**src/rtl/ocm_pkg.sv**
```systemverilog
// Package: constants shared by the overcurrent mode register.
// Assumes the configuration word is 16 bits wide.
package ocm_pkg;
    localparam int unsigned WORD_W    = 16;
    localparam int unsigned ROUTE_BIT = 9;
    typedef logic [WORD_W-1:0] cfg_word_t;
endpackage

```
**src/rtl/ocm_fall_det.sv**
```systemverilog
// Module: ocm_fall_det
// Finds 1-to-0 transitions on a vector of ON bits.
// It keeps a registered copy of the previous value.
// Assumes on_bit is synchronous to clk. The copy resets to 0,
// so no false edge can appear after reset.
module ocm_fall_det #(
    parameter int unsigned NCH = 6
) (
    input  logic           clk,
    input  logic           rst_n,
    input  logic [NCH-1:0] on_bit,
    output logic [NCH-1:0] fall
);
    logic [NCH-1:0] on_q;

    // Keep the value sampled on the previous edge.
    always_ff @(posedge clk) begin
        if (!rst_n) on_q <= '0;
        else        on_q <= on_bit;
    end

    // A fall is a previous 1 followed by a present 0.
    always_comb fall = on_q & ~on_bit;

    // After a rise the previous copy must read 1 (R5 support)
    p_copy_tracks_r5: assert property (@(posedge clk) disable iff (!rst_n)
        $rose(on_bit[0]) |=> (on_q[0] == 1'b1));
endmodule

```
**src/rtl/ocm_bypass_cell.sv**
```systemverilog
// Module: ocm_bypass_cell
// Holds one channel's bypass flag.
// A clear request beats a write on the same edge.
// Assumes the clear request is already merged from all clear sources.
module ocm_bypass_cell (
    input  logic clk,
    input  logic rst_n,
    input  logic clr,
    input  logic wr_en,
    input  logic wr_bit,
    output logic flag
);
    // Update the flag: reset first, then clear, then write.
    always_ff @(posedge clk) begin
        if (!rst_n)     flag <= 1'b0;
        else if (clr)   flag <= 1'b0;
        else if (wr_en) flag <= wr_bit;
    end

    // A clear always leaves the flag at 0
    p_clear_wins_r8: assert property (@(posedge clk) disable iff (!rst_n)
        clr |=> !flag);
    // A write with no clear loads the written bit
    p_write_loads_r1: assert property (@(posedge clk) disable iff (!rst_n)
        (wr_en && !clr) |=> (flag == $past(wr_bit)));
    // With no write and no clear the flag holds its value
    p_hold_r9: assert property (@(posedge clk) disable iff (!rst_n)
        (!wr_en && !clr) |=> $stable(flag));
endmodule

```
**src/rtl/ocm_cfg_reg.sv**
```systemverilog
// Module: ocm_cfg_reg (top)
// Per-channel overcurrent mode register.
// Holds the bypass flags and the sense-sync route flag, and clears
// the flags on ON-bit falls, channel faults and undervoltage.
// It also derives each channel's threshold select and sense enable.
// Assumes wr_en is already qualified by the address decode
// and that every input is synchronous to clk.
module ocm_cfg_reg
    import ocm_pkg::*;
#(
    parameter int unsigned NCH = 6
) (
    input  logic              clk,
    input  logic              rst_n,
    input  logic              wr_en,
    input  logic [WORD_W-1:0] wr_data,
    input  logic [NCH-1:0]    on_bit,
    input  logic [NCH-1:0]    ot_flt,
    input  logic [NCH-1:0]    oc_flt,
    input  logic              uv_flt,
    input  logic [NCH-1:0]    sense_sel,
    input  logic [NCH-1:0]    hi_phase_done,
    output logic [NCH-1:0]    bypass,
    output logic [NCH-1:0]    thr_lo_only,
    output logic [NCH-1:0]    sense_fb_en,
    output logic              sync_route_en
);
    localparam int unsigned FLAG_W = NCH;

    logic [FLAG_W-1:0] on_fall;
    logic [FLAG_W-1:0] clr_req;
    logic              route_q;

    initial begin
        if (NCH > ROUTE_BIT)
            $error("NCH must not reach the route bit position");
    end

    ocm_fall_det #(.NCH(NCH)) u_fall (
        .clk    (clk),
        .rst_n  (rst_n),
        .on_bit (on_bit),
        .fall   (on_fall)
    );

    // Merge every clear source for each channel.
    always_comb clr_req = on_fall | ot_flt | oc_flt | {FLAG_W{uv_flt}};

    for (genvar g = 0; g < NCH; g++) begin : g_cell
        ocm_bypass_cell u_cell (
            .clk    (clk),
            .rst_n  (rst_n),
            .clr    (clr_req[g]),
            .wr_en  (wr_en),
            .wr_bit (wr_data[g]),
            .flag   (bypass[g])
        );
    end

    // Route flag: only reset and writes change it.
    always_ff @(posedge clk) begin
        if (!rst_n)     route_q <= 1'b0;
        else if (wr_en) route_q <= wr_data[ROUTE_BIT];
    end

    // Drive the per-channel outputs from the flags.
    always_comb begin
        thr_lo_only   = bypass;
        sense_fb_en   = sense_sel & (bypass | hi_phase_done);
        sync_route_en = route_q;
    end

    // Undervoltage empties every flag
    p_uv_clears_r7: assert property (@(posedge clk) disable iff (!rst_n)
        uv_flt |=> (bypass == '0));
    // Undervoltage leaves the route flag alone
    p_uv_keeps_route_r7: assert property (@(posedge clk) disable iff (!rst_n)
        (uv_flt && !wr_en) |=> $stable(sync_route_en));
    // A falling ON bit clears channel 0
    p_fall_clears_r5: assert property (@(posedge clk) disable iff (!rst_n)
        ($past(on_bit[0]) && !on_bit[0]) |=> !bypass[0]);
    // A channel fault clears channel 0
    p_fault_clears_r6: assert property (@(posedge clk) disable iff (!rst_n)
        (ot_flt[0] || oc_flt[0]) |=> !bypass[0]);
    // Bypass with sense selected enables feedback at once
    p_sense_early_r4: assert property (@(posedge clk) disable iff (!rst_n)
        (bypass[0] && sense_sel[0]) |-> sense_fb_en[0]);
    // Reset empties the register
    p_reset_r2: assert property (@(posedge clk)
        !rst_n |=> (bypass == '0 && !sync_route_en));
endmodule

```
**config.mk**
```make
export PLATFORM = sky130hd
export DESIGN_NAME = ocm_cfg_reg
export DESIGN_NICKNAME = d
export VERILOG_FILES = /design/src/rtl/ocm_pkg.sv /design/src/rtl/ocm_fall_det.sv /design/src/rtl/ocm_bypass_cell.sv /design/src/rtl/ocm_cfg_reg.sv
export SDC_FILE = /design/constraint.sdc
export NUM_CORES = 1
export LEC_CHECK = 0
export ABC_AREA = 1
export BUFFER_PORTS_ARGS = -buffer_cell sky130_fd_sc_hd__buf_2
export CAP_MARGIN = 20
export CORE_AREA = 4 4 47 57
export DETAILED_ROUTE_END_ITERATION = 10
export DIE_AREA = 0 0 51 61
export PLACE_DENSITY = 0.73
export SLEW_MARGIN = 30
export SYNTH_ARGS = -nofsm -noshare
export SYNTH_HDL_FRONTEND = slang
export SYNTH_SLANG_ARGS = --single-unit
```
**constraint.sdc**
```tcl
create_clock -name clk -period 0.8 [get_ports clk]
set_input_delay 0.16 -clock clk [delete_from_list [all_inputs] [get_ports clk]]
set_output_delay 0.16 -clock clk [all_outputs]
set_load 0.02 [all_outputs]
```
==> results.json <==
{
  "hold_violations": 0,
  "fillers": 191,
  "yosysSeqAreaShare_pct": 35.43,
  "dr.pass1.iters": 4,
  "path_max_fanout": 2,
  "register_area_um2": 269.0,
  "synth_top_area_share_pct": 35.43,
  "syn-num-nets": 161,
  "ios": 69,
  "clock-sinks": 13,
  "fin_crit_ps": 1092,
  "cts_buffers": 3,
  "p_clk_share_pct": 28.9,
  "netSwitchingFraction_pct": 27.71,
  "io_buffers": 59,
  "drt_iter0_markers": 9,
  "fin_ws_ps": -291.8,
  "violations": "negative setup slack",
  "hold_depth": 3,
  "die_y_um": 61,
  "routedWlPerCell_um": 10.54,
  "grt_start_max_net_pins": 11,
  "synth_warnings": 0,
  "worstMarginPinSlew_ps": 211.0,
  "rr_worst_depth": 6,
  "synth.top_cells.by_area": "dfxtp_1 (35%), buf_4 (13%), nand2_1 (13%)",
  "finish.utilization_pct": 57.11,
  "holdPathEnd": "u_fall.on_q[5]$_SDFF_PN0_",
  "num_rows": 18,
  "initial_core_util_pct": 35.07,
  "worstSkewPairLatency_ps": 280,
  "htreeDepth": 1,
  "grt_pass1_wl_mm": 3.036,
  "pre_cts_ws_ps": -1.717,
  "vias_per_cell": 3.985,
  "grt_setup_unrepaired": "true",
  "core_um2": 2095,
  "whs_ps": 72.88,
  "drive_above_1_share_pct": 50.89,
  "dieArea_um2": 3111,
  "first_global_vias": 745,
  "nets": 220,
  "power.switching_w": 0.0003958,
  "synthCells": 111,
  "cp.arrival_ps": 930,
  "slew_headroom_pct": 85.94,
  "hp-class": "in -> reg",
  "yosys.area.top_type": "dfxtp_1",
  "ir_worst_vdd_uv": 939.1,
  "cts_tree": "yes",
  "combPwrFrac_pct": 23.5,
  "worstReg2RegStart": "g_cell[1].u_cell.flag$_SDFFE_PP0P_",
  "clkTransAtPathRegs_ps": 80,
  "cp_slowest_cell": "dfxtp_2",
  "wirelength_mm": 2.097,
  "ys_ff_latch": 13,
  "syn_avg_cell_area_um2": 6.617,
  "power.density_nw_per_um2": 1194,
  "globalplace.congestion": 0.7341,
  "holdCritStartpoint": "on_bit[5]",
  "antennaDiodeCount": 0,
  "r2r-end": "g_cell[1].u_cell.flag$_SDFFE_PP0P_",
  "hpwl_mm": 1.567,
  "cpPeakStageDelay_ps": 330,
  "antenna_found_initial": 0,
  "clock_skew_ps": 2.478,
  "syn2layout_area_growth_pct": 62.86,
  "critPathRequiredTime_ps": 640,
  "multi_input_area_um2": 267.8,
  "p_seq_share_pct": 47.6,
  "worst-path-buf-inv": 1,
  "totalPowerFinal_w": 0.001429,
  "num_vias": 793,
  "outcome": "finished, violations left",
  "final_antenna_net_count": 0,
  "netlist_area_um2": 734.5,
  "min_period_over_period_pct": 136.5,
  "fmax_mhz": 915.9,
  "cp_top_family": "flip-flops",
  "power.leakage_nw": 0.7022,
  "reg2reg_setup_slack_ps": -80,
  "p_int_w": 0.001033,
  "synth_cell_types": 12,
  "route.detailed.drc": 0,
  "path_cells": "o21a_1 > buf_6",
  "cts_max_path_buffers": 2,
  "drv_cap": 0,
  "design_area_um2": 1196,
  "finalSetupViolCount": 22,
  "dpl_cell_area_um2": 965.9,
  "drv_slew": 0,
  "root_buffer": "clkbuf_4",
  "grt-ovfl-total": 0,
  "critPathKind": "reg -> out",
  "grt_usage_pct": 13.34,
  "end_kind": "primary output",
  "dieWidth_um": 51,
  "crit_path_start_kind": "flip-flop"
}
## flip-flops by register name, indices dropped and copies added, names as in the netlist
name,cells
u_fall.on_q,6
sync_route_en,1
g_cell.u_cell.flag,6
## routing by layer
layer	part of all wire, %	up-vias	global-route usage, %	wire [um]
li1	-	423	-	-
met3	7.2	6	2.703	150
met5	0	-	0	0
met1	32	333	12.22	671
met4	3.1	0	11.15	66
met2	58	31	25.23	1208
## cell usage after synthesis
cell	instances
inv_2	1
o21ai_0	1
dfxtp_1	13
buf_6	1
o21a_1	6
inv_4	1
nor2_1	18
nand2_1	26
inv_1	24
buf_4	13
nor2_8	1
nand3_1	6
## worst register-to-register path: stages (launching register included)
cell and delay (ps):
dfxtp_2 330, buf_6 110, buf_4 120, inv_1 40, nor2_1 30, nor2_1 100
nor2_1 50
## final cells by class
class	count	share of cell area (%)
Timing Repair Buffer	68	41.32
Sequential cell	13	22.49
Multi-Input combinational cell	58	22.38
Inverter	26	8.368
Tap cell	30	3.138
Clock buffer	3	1.883
Clock inverter	1	0.4184
## worst max path at each step
stage | from | endpoint | slack (ps) | cells past startpoint
2_1_floorplan | g_cell[0].u_cell.flag$_SDFFE_PP0P_ | sense_fb_en[0] | 70 | 1
3_3_place_gp | g_cell[2].u_cell.flag$_SDFFE_PP0P_ | sense_fb_en[2] | 10 | 2
3_5_place_dp | g_cell[4].u_cell.flag$_SDFFE_PP0P_ | sense_fb_en[4] | -2 | 2
4_1_cts | g_cell[5].u_cell.flag$_SDFFE_PP0P_ | sense_fb_en[5] | -290 | 2
5_1_grt | g_cell[1].u_cell.flag$_SDFFE_PP0P_ | sense_fb_en[1] | -320 | 2
6_report | g_cell[1].u_cell.flag$_SDFFE_PP0P_ | sense_fb_en[1] | -290 | 2
## through the flow
step / setup TNS, ps / std cells
global route: -5044 / 199
global placement: 0 / 187
detailed placement: -1.717 / 187
floorplan: 0 / 111
finish: -4237 / 199
CTS: -4275 / 197
## cell families (layout without fill, tap and decap cells)
kind of cell / after synthesis / after routing / synth area share (%)
AO/OA/AOI/OAI: 7 / 7 / 6.813
buffers and inverters: 40 / 98 / 28.45
AND/OR/NAND/NOR: 51 / 51 / 29.30
flip-flops: 13 / 13 / 35.43
## power by group through the flow
stage          combinational (W)  clock [W]  sequential [W]
6_report                0.000335   0.000413        0.000680
5_1_grt                 0.000368   0.000460        0.000683
4_1_cts                 0.000332   0.000429        0.000680
3_5_place_dp            0.000286          0        0.000694
3_3_place_gp            0.000279          0        0.000693
2_1_floorplan           0.000153          0        0.000697
## cell usage in the layout (no fill, tap or decap), drive strengths merged
| cell | instances |
|---|---|
| buf | 68 |
| clkinv | 1 |
| inv | 26 |
| o21a | 6 |
| nor2 | 19 |
| dfxtp | 13 |
| nand2 | 26 |
| clkbuf | 3 |
| nand3 | 6 |
| o21ai | 1 |
## what timing repair did
item | 4_1_cts | 5_1_grt
endpoints found under the setup margin | 19 | 22
setup buffers | 6 | 2
pin swaps | 6 | 2
hold endpoints to repair | 0 | 0
hold buffers | 0 | 0
resized for setup | 47 | 5
Power figures use the tool's default switching activity.
